===== src/rtl/dsd_pkg.sv =====
package dsd_pkg;
  localparam int WORD_W    = 32;
  localparam int MD_W      = 16;
  localparam int FL_EOL    = 0;
  localparam int FL_OEOP   = 3;
  localparam int FL_INTR   = 4;
  localparam int FL_MD_LSB = 16;
  localparam int CTX_DIS   = 15;
  localparam int W_NEXT    = 0;
  localparam int W_START   = 1;
  localparam int W_FLAGS   = 2;
  localparam int W_LIMIT   = 3;
  localparam int DESC_WORDS = 4;

  typedef enum logic [3:0] {
    S_IDLE, S_FETCH, S_META, S_SETUP, S_STREAM,
    S_DONE, S_WBACK, S_CTX_RD, S_CTX_WR
  } dsd_state_e;
endpackage


===== src/rtl/dsd_chunk_calc.sv =====
module dsd_chunk_calc import dsd_pkg::*; #(
  parameter int CHUNK_MAX = 2048,
  parameter int CL_W      = 12
) (
  input  logic [WORD_W-1:0] pos,
  input  logic [WORD_W-1:0] limit,
  output logic              zero,
  output logic [CL_W-1:0]   len
);
  localparam logic [WORD_W-1:0] CAP = WORD_W'(CHUNK_MAX);
  logic [WORD_W-1:0] remain;

  always_comb begin
    remain = limit - pos;
    zero   = (remain == '0);
    len    = (remain > CAP) ? CAP[CL_W-1:0] : remain[CL_W-1:0];
  end
endmodule


===== src/rtl/dsd_byte_lane.sv =====
module dsd_byte_lane import dsd_pkg::*; (
  input  logic              clk,
  input  logic              rst_n,
  input  logic              clear,
  input  logic              load,
  input  logic [WORD_W-1:0] data,
  input  logic [WORD_W-1:0] pos,
  output logic              hit,
  output logic [7:0]        byte_o
);
  logic [WORD_W-1:0] word_q;
  logic [WORD_W-3:0] tag_q;
  logic              valid_q;

  always_ff @(posedge clk) begin
    if (!rst_n) begin
      word_q  <= '0;
      tag_q   <= '0;
      valid_q <= 1'b0;
    end else if (clear) begin
      valid_q <= 1'b0;
    end else if (load) begin
      word_q  <= data;
      tag_q   <= pos[WORD_W-1:2];
      valid_q <= 1'b1;
    end
  end

  always_comb begin
    hit    = valid_q && (tag_q == pos[WORD_W-1:2]);
    byte_o = word_q[8*pos[1:0] +: 8];
  end

  // a data word is only fetched when the held word misses
  a_r3_fill_on_miss: assert property (@(posedge clk) disable iff (!rst_n)
    load |-> !hit);
endmodule


===== src/rtl/desc_stream_dma.sv =====
module desc_stream_dma import dsd_pkg::*; #(
  parameter int CHUNK_MAX = 2048
) (
  input  logic              clk,
  input  logic              rst_n,
  input  logic              start,
  input  logic [WORD_W-1:0] desc_ptr,
  input  logic [WORD_W-1:0] buf_pos,
  input  logic [WORD_W-1:0] ctx_ptr,
  output logic              mem_req,
  output logic              mem_we,
  output logic [WORD_W-1:0] mem_addr,
  output logic [WORD_W-1:0] mem_wdata,
  input  logic              mem_gnt,
  input  logic              mem_rvalid,
  input  logic [WORD_W-1:0] mem_rdata,
  output logic              st_valid,
  input  logic              st_ready,
  output logic [7:0]        st_data,
  output logic              st_eop,
  output logic              md_valid,
  input  logic              md_ready,
  output logic [MD_W-1:0]   md_data,
  output logic              irq_set,
  output logic              eol_flag,
  output logic              running
);
  localparam int CL_W = $clog2(CHUNK_MAX + 1);

  dsd_state_e        state_q;
  logic [1:0]        widx_q;
  logic              pend_q, send_md_q, take_start_q, eol_q;
  logic [WORD_W-1:0] ptr_q, pos_q, ctx_q, ctx_word_q;
  logic [WORD_W-1:0] desc_q [DESC_WORDS];
  logic [CL_W-1:0]   chunk_left_q, chunk_len;
  logic              zero_len, hit, lane_load, lane_clear;
  logic [7:0]        lane_byte;
  logic              accept, beat, last_byte;

  assign accept     = mem_req && mem_gnt;
  assign beat       = st_valid && st_ready;
  assign last_byte  = (pos_q + WORD_W'(1)) == desc_q[W_LIMIT];
  assign lane_load  = (state_q == S_STREAM) && pend_q && mem_rvalid;
  assign lane_clear = (state_q == S_IDLE) && start;

  dsd_chunk_calc #(.CHUNK_MAX(CHUNK_MAX), .CL_W(CL_W)) u_calc (
    .pos(pos_q), .limit(desc_q[W_LIMIT]), .zero(zero_len), .len(chunk_len));

  dsd_byte_lane u_lane (
    .clk(clk), .rst_n(rst_n), .clear(lane_clear), .load(lane_load),
    .data(mem_rdata), .pos(pos_q), .hit(hit), .byte_o(lane_byte));

  always_comb begin
    mem_req   = 1'b0;
    mem_we    = 1'b0;
    mem_addr  = '0;
    mem_wdata = '0;
    unique case (state_q)
      S_FETCH: begin
        mem_req  = !pend_q;
        mem_addr = ptr_q + WORD_W'({widx_q, 2'b00});
      end
      S_STREAM: begin
        mem_req  = !hit && !pend_q;
        mem_addr = {pos_q[WORD_W-1:2], 2'b00};
      end
      S_WBACK: begin
        mem_req   = 1'b1;
        mem_we    = 1'b1;
        mem_addr  = ptr_q + WORD_W'({widx_q, 2'b00});
        mem_wdata = desc_q[widx_q];
      end
      S_CTX_RD: begin
        mem_req  = !pend_q;
        mem_addr = ctx_q + WORD_W'(4);
      end
      S_CTX_WR: begin
        mem_req   = 1'b1;
        mem_we    = 1'b1;
        mem_addr  = ctx_q + WORD_W'(4);
        mem_wdata = ctx_word_q | (WORD_W'(1) << CTX_DIS);
      end
      default: ;
    endcase
  end

  always_comb begin
    st_valid = (state_q == S_STREAM) && hit;
    st_data  = lane_byte;
    st_eop   = (state_q == S_STREAM) && last_byte && desc_q[W_FLAGS][FL_OEOP];
    md_valid = (state_q == S_META);
    md_data  = desc_q[W_FLAGS][FL_MD_LSB +: MD_W];
    irq_set  = (state_q == S_DONE) && desc_q[W_FLAGS][FL_INTR];
    eol_flag = eol_q;
    running  = (state_q != S_IDLE);
  end

  always_ff @(posedge clk) begin
    if (!rst_n) begin
      state_q      <= S_IDLE;
      widx_q       <= '0;
      pend_q       <= 1'b0;
      send_md_q    <= 1'b0;
      take_start_q <= 1'b0;
      eol_q        <= 1'b0;
      ptr_q        <= '0;
      pos_q        <= '0;
      ctx_q        <= '0;
      ctx_word_q   <= '0;
      chunk_left_q <= '0;
      for (int i = 0; i < DESC_WORDS; i++) desc_q[i] <= '0;
    end else begin
      unique case (state_q)
        S_IDLE: if (start) begin
          ptr_q        <= desc_ptr;
          pos_q        <= buf_pos;
          ctx_q        <= ctx_ptr;
          eol_q        <= 1'b0;
          send_md_q    <= 1'b1;
          take_start_q <= 1'b0;
          widx_q       <= '0;
          state_q      <= S_FETCH;
        end
        S_FETCH: begin
          if (accept) pend_q <= 1'b1;
          if (pend_q && mem_rvalid) begin
            desc_q[widx_q] <= mem_rdata;
            pend_q         <= 1'b0;
            widx_q         <= widx_q + 2'd1;
            if (widx_q == 2'd3) begin
              if (take_start_q) pos_q <= desc_q[W_START];
              state_q <= send_md_q ? S_META : S_SETUP;
            end
          end
        end
        S_META: if (md_ready) begin
          send_md_q <= 1'b0;
          state_q   <= S_SETUP;
        end
        S_SETUP: begin
          if (zero_len) state_q <= S_DONE;
          else begin
            chunk_left_q <= chunk_len;
            state_q      <= S_STREAM;
          end
        end
        S_STREAM: begin
          if (accept) pend_q <= 1'b1;
          if (lane_load) pend_q <= 1'b0;
          if (beat) begin
            pos_q        <= pos_q + WORD_W'(1);
            chunk_left_q <= chunk_left_q - CL_W'(1);
            if (last_byte) state_q <= S_DONE;
            else if (chunk_left_q == CL_W'(1)) state_q <= S_SETUP;
          end
        end
        S_DONE: begin
          widx_q  <= '0;
          state_q <= S_WBACK;
        end
        S_WBACK: if (mem_gnt) begin
          widx_q <= widx_q + 2'd1;
          if (widx_q == 2'd3) begin
            if (desc_q[W_FLAGS][FL_EOL]) state_q <= S_CTX_RD;
            else begin
              ptr_q        <= desc_q[W_NEXT];
              take_start_q <= 1'b1;
              send_md_q    <= desc_q[W_FLAGS][FL_OEOP];
              state_q      <= S_FETCH;
            end
          end
        end
        S_CTX_RD: begin
          if (accept) pend_q <= 1'b1;
          if (pend_q && mem_rvalid) begin
            pend_q     <= 1'b0;
            ctx_word_q <= mem_rdata;
            state_q    <= S_CTX_WR;
          end
        end
        S_CTX_WR: if (mem_gnt) begin
          eol_q   <= 1'b1;
          state_q <= S_IDLE;
        end
        default: state_q <= S_IDLE;
      endcase
    end
  end

  // back-pressure holds on every outgoing handshake
  a_r12_beat_hold: assert property (@(posedge clk) disable iff (!rst_n)
    st_valid && !st_ready |=> st_valid && $stable(st_data) && $stable(st_eop));
  a_r12_meta_hold: assert property (@(posedge clk) disable iff (!rst_n)
    md_valid && !md_ready |=> md_valid && $stable(md_data));
  a_r12_req_hold: assert property (@(posedge clk) disable iff (!rst_n)
    mem_req && !mem_gnt |=> mem_req && $stable(mem_addr) && $stable(mem_we));
  // interrupt request is a single-cycle pulse
  a_r6_irq_pulse: assert property (@(posedge clk) disable iff (!rst_n)
    irq_set |=> !irq_set);
  // the end-of-list flag only stands while stopped
  a_r8_eol_stopped: assert property (@(posedge clk) disable iff (!rst_n)
    eol_flag |-> !running);
endmodule


===== config.mk =====
export PLATFORM = sky130hd
export DESIGN_NAME = desc_stream_dma
export DESIGN_NICKNAME = d
export VERILOG_FILES = /design/src/rtl/dsd_pkg.sv /design/src/rtl/dsd_chunk_calc.sv /design/src/rtl/dsd_byte_lane.sv /design/src/rtl/desc_stream_dma.sv
export SDC_FILE = /design/constraint.sdc
export NUM_CORES = 1
export LEC_CHECK = 0
export ABC_AREA = 1
export BUFFER_PORTS_ARGS = -buffer_cell sky130_fd_sc_hd__buf_2
export CAP_MARGIN = 20
export CELL_PAD_IN_SITES_DETAIL_PLACEMENT = 0
export CELL_PAD_IN_SITES_GLOBAL_PLACEMENT = 1
export CORE_MARGIN = 1
export CORE_UTILIZATION = 46
export DETAILED_ROUTE_END_ITERATION = 7
export HOLD_SLACK_MARGIN = 0.05
export PLACE_DENSITY_LB_ADDON = 0.1
export SYNTH_ARGS = -nofsm -noshare
export SYNTH_HDL_FRONTEND = slang
export SYNTH_SLANG_ARGS = --single-unit

===== constraint.sdc =====
create_clock -name clk -period 8.13 [get_ports clk]
set_input_delay 0 -clock clk [delete_from_list [all_inputs] [get_ports clk]]
set_output_delay 0 -clock clk [all_outputs]
set_load 0.03 [all_outputs]

**Yosys cells after proc, flatten, opt, wreduce, memory -nomap -nowiden**

Memory sizes are Yosys's and may differ from the RTL's. A register that Yosys moved wholly into a read port is not among the register bits.
Index checks and enable logic that the tools add are counted.

- Bitwise operators: 2
- Mux-type cells: 65
- Reduce and logical (&&, ||, !) cells: 40
- Add/subtract/negate cells: 6
- Eq/ne operators: 25
- Order comparisons: 1
- Shift-type cells: 1

Operators with widths:

| operator | count |
|---|---|
| $mux W32 | 10 |
| $pmux W32 S3 | 2 |
| $pmux W32 S2 | 2 |
| $mux W4 | 11 |
| $mux W12 | 3 |
| $pmux W4 S9 | 1 |
| $add A32 B1 Y32 const B | 1 |
| $add A32 B3 Y32 const B | 1 |
| $add A32 B4 Y32 | 1 |
| $eq A32 B32 Y1 | 1 |
| $gt A32 B12 Y1 const B | 1 |
| $logic_not A32 Y1 | 1 |
| $reduce_or A32 Y1 | 1 |
| $shiftx A32 B6 Y8 | 1 |
| $sub A32 B32 Y32 | 1 |
| $eq A30 B30 Y1 | 1 |
| $pmux W12 S2 | 1 |
| $mux W1 | 22 |
| $ne A2 B2 Y1 const B | 11 |
| $eq A4 B3 Y1 const B | 4 |
| $eq A12 B1 Y1 const B | 1 |
| $logic_and A1 B1 Y1 | 12 |
| $mux W2 | 6 |
| $reduce_and A6 Y1 | 2 |
| 24 further kinds | 42 |

- Bits of input ports: 135
- Register bits: 213
- Memories kept: 1
- RAM bits: 128
- Output and inout port bits: 96

Memory list:

| memory | depth | width | rd ports | clocked after Yosys merged registers in | write ports | line | RTL |
|---|---|---|---|---|---|---|---|
| desc_q | 4 | 32 | 5 | 1 | 4 | desc_stream_dma.sv:34 | `logic [WORD_W-1:0] desc_q [DESC_WORDS];` |

**Depth between registers and ports, before layout**

- Depth after elaboration: 9
- Mapped depth: 26

**Hierarchy**

From an unflattened synthesis, not the netlist that was laid out.

- Cells, all modules: 3401
- Area total of the unflattened synthesis: 22265.1 µm²

By module, submodules not included:

| module | area each (µm²) | times used | cells an instance | sequential area each (µm²) |
|---|---|---|---|---|
| desc_stream_dma | 16340.7 | 1 | 2320 | 6866.6 |
| dsd_byte_lane | 2979.1 | 1 | 461 | 1261.2 |
| dsd_chunk_calc | 2945.3 | 1 | 620 | 0.0 |

**Worst setup path after synthesis**

Ideal clock, no wire load.

- Path kind: register to register
- Start point: reg state_q[0]
- End point: mem desc_q[3][0] (enable)
- Required time: 7.660 ns
- Buffers on the path: 0
- Arrival time: 3.520 ns
- Slack: 4.140 ns
- Period minus slack after synthesis: 3.990 ns
- Cell stages (with the launch flop): 9
- Setup time: 0.470 ns
- Cells stage by stage: dfxtp_1 > inv_1 > nor2_1 > inv_1 > nor2_2 > inv_1 > nor2_1 > inv_1 > o31ai_1

RTL lines:

| what | line | RTL |
|---|---|---|
| start, declared | desc_stream_dma.sv:30 | `dsd_state_e state_q;` |
| start signal, assigned | desc_stream_dma.sv:132 | `state_q <= send_md_q ? S_META : S_SETUP;` |
| end, declared | desc_stream_dma.sv:34 |  |

**Worst setup path in the final report**

- Start point: reg widx_q[0]
- End point: out mem_addr[28]

- Cells in the longest elaborated chain, start to end: 2

RTL lines:

| what | line | RTL |
|---|---|---|
| start, declared | desc_stream_dma.sv:31 | `logic [1:0] widx_q;` |
| start signal, assigned | desc_stream_dma.sv:129 | `widx_q <= widx_q + 2'd1;` |
| start signal, assigned | desc_stream_dma.sv:162 | `widx_q <= widx_q + 2'd1;` |
| $add A32 B4 Y32 | desc_stream_dma.sv:61, desc_stream_dma.sv:70 |  |
| $pmux W32 S3 | desc_stream_dma.sv:58 | `unique case (state_q)` |
| end, declared | desc_stream_dma.sv:12 | `output logic [WORD_W-1:0] mem_addr,` |

Every way passes these cells.

==> results.toml <==
[status]
status = "complete, no violations"

[clocking]
cts_inserted_buffers = 41
cts_max_level = 2
max-clock-path-buffers = 3
cts_sinks = 342
worstSkewPairLatency_ns = 0.61
root_buffer = "clkbuf_16"
cts_tree = "done"
cts_setup_buffers = 0
clkTransAtPathRegs_ns = 0.06

[global_route]
antenna_found_initial = 0
overflow = 0
grt_use_total_pct = 37.63
grt_max_degree = 82
grt_pass1_vias = 21400
grt_pass1_wl_um = 133400

[sta]
finalSetupViolations = 0
slew-limit-headroom_pct = 31.75
timing.final.crit_period_ns = 4.571
tns_ns = 0
slew_violations = 0
fmaxAchievable_mhz = 218.8
fin_crit_sh_pct = 56.23
worst_slack_ns = 3.559
finClkSkew_ns = 0.04795
finalHoldViolCount = 0
worst_pin_slew_ns = 1.020
rsz0062_at_grt = "false"

[drt]
wirelength_um = 91490
antenna_left = 0
initialDrtViolationCount = 3076
first_pass_iters = 6
drc = 0
dr_total_vias = 23490
wl_per_cell_um = 22.51
via_per_inst = 5.780

[synthesis]
synth_top_area_share_pct = 19.89
ys_types = 57
ys_ff_latch = 342
syn_area_um2 = 21540
synth_edf_count = 128
synth-seq-area-share_pct = 37.73
yosysTopAreaCell = "dfxtp_1"
syn-mean-instance-area_um2 = 6.812
synth_ff_type = "dfxtp_1"
syn_inst = 3162
synth_common_cells = "nand2_1 (799), inv_1 (365), nor2_1 (317), a21oi_1 (258), o21ai_0 (242)"
synth_area_leaders = "dfxtp_1 (20%), edfxtp_1 (18%), nand2_1 (14%), inv_1 (6.4%), a21oi_1 (6.0%)"
yosysWarnings = 0
synthArstFlopShare_pct = 0
yosys.cell_count.top_type = "nand2_1"
syn_nets = 3337

[floorplan]
dieArea_um2 = 47700
start_util_pct = 47.06
die_height_um = 218.4
die_w_um = 218.4
ios = 231
coreArea_um2 = 45770
std_cell_rows = 78

[pwr]
power.internal_mw = 3.955
ir_drop_v = 0.0002436
power_switching_mw = 3.209
combinationalPowerShare_pct = 40.9
p_per_area_nw_per_um2 = 278.6
switching_share_pct = 44.79
power_frac_clock_pct = 26.5
p_leak_nw = 11.26
power_frac_seq_pct = 32.6

[finish]
multi_input_area_um2 = 11280
final_util_pct = 56.18
final_layout_size_suffix_gt1_share_pct = 11.98
register_area_um2 = 8129
syn_to_final_growth_pct = 19.38
final_nets = 3605
fill_cells = 4552

[setup_path]
crit_fanout = 8
reg2reg_slack_ns = 4.26
cp-start-kind = "flip-flop"
worstSetupPathType = "flip-flop to primary output"
crit_path_frequent_cell = "inv_1"
path_buf_inv = 5
end_kind = "primary output"
arrival_ns = 4.57
critPathTopFamily = "simple AND/OR/NAND/NOR gates"
worstPathCellList = "ha_1, inv_1, fa_1, inv_1, nand3_1, inv_1, nand4_1, nor2_1, nand2_1, nor2_2, inv_1, nor2_1, nand2_1, nor2_1, nand4_1, a21oi_1, nand3b_1, buf_2"
cp.required_ns = 8.13
critPathMaxStageDelay_ns = 0.63
crit_slowest_cell = "a21oi_1"

[place]
gp_congestion = 0.9980
portBuffers = 230
dp_hpwl_um = 68810
dpl_worst_slack_ns = 4.354

[job]
cap_violations = 0

[worst_hold_path]
hold_path_class = "input pin to flip-flop"
==> final cells by class <==
type	count	area share, %
clock inverters	13	0.7347
repair buffers	394	10.71
clock buffers	63	4.564
diodes	1	0.009731
flip-flops and latches	342	31.61
inverters	383	5.591
well taps	600	2.919
multi-input cells	2268	43.85
==> logic make-up (layout without fill, tap and decap cells) <==
logic type               Yosys count  in the layout  share of synthesized area [%]
AO/OA/AOI/OAI                    651            651                          16.96
XOR/XNOR                          48             48                          2.016
adder cells (fa/ha/maj)           40             40                          2.393
buffers and inverters            552            853                          10.10
flip-flops                       342            342                          37.73
other                              0              1                              0
AND/OR/NAND/NOR                 1529           1529                          30.80
==> through the flow <==
stage	power (mW)	instances	cell area, µm²	hold WS [ns]
floorplan	4.227	3162	21540	0.1471
global placement	5.129	3848	22940	0.2722
detailed placement	5.147	3850	22970	0.2826
CTS	7.087	4062	25690	0.1890
global route	7.508	4063	25710	0.2497
finish	7.164	4064	25710	0.2205
==> layer usage <==
layer,share of wire [%],global-route usage [%],vias to the layer above
li1,-,-,11000
met1,42,52.04,11080
met2,45,59.02,1270
met3,9.1,4.941,143
met4,4.0,15.29,0
met5,0,0,-
==> final timing paths <==
path                                       to  cells after the start                   startpoint
setup / recovery                 mem_addr[28]                     18       widx_q[0]$_SDFFE_PN0P_
hold / removal          ctx_q[2]$_SDFFE_PN0P_                      5                        start
setup reg to reg  desc_q[0][30]$_SDFFCE_PN0P_                     15      state_q[0]$_SDFFE_PN0P_
hold reg to reg   ctx_word_q[11]$_SDFFE_PN0P_                      2  ctx_word_q[11]$_SDFFE_PN0P_
==> state kept, by name, indices dropped and copies added, names as in the netlist, named ones only <==
signal	cells
desc_q	128
ctx_q	32
pos_q	32
ptr_q	32
u_lane.word_q	32
ctx_word_q	31
u_lane.tag_q	30
chunk_left_q	12
state_q	4
widx_q	2
eol_flag	1
pend_q	1
send_md_q	1
take_start_q	1
u_lane.valid_q	1
==> power by group through the flow <==
stage	Sequential (mW)	Combinational [mW]	Clock [mW]
6_report	2.34	2.93	1.90
5_1_grt	2.35	3.19	1.96
4_1_cts	2.32	2.87	1.90
3_5_place_dp	2.35	2.80	0
3_3_place_gp	2.34	2.78	0
2_1_floorplan	2.19	2.04	0
==> tightest hold or removal path: stages <==
cell and delay (ns):
buf_2 0.21, nand2_1 0.08, buf_4 0.29, nand2_1 0.12, a21oi_1 0.05
==> layout by cell type (no fill, tap or decap), types with 51 or more instances in the layout <==
master	instances
inv_1	364
buf_2	230
nor3_1	67
edfxtp_1	128
dfxtp_1	213
nand4_1	51
nand3_1	185
dlygate4sd3_1	136
o21ai_0	241
nor2_1	314
a21oi_1	258
nand2_1	797
==> repair_timing <==
action	in CTS	in global routing
hold endpoints to repair	291	0
hold buffers	136	0
gates resized for setup	0	0
No activity file was read; power rests on OpenSTA's default activity.
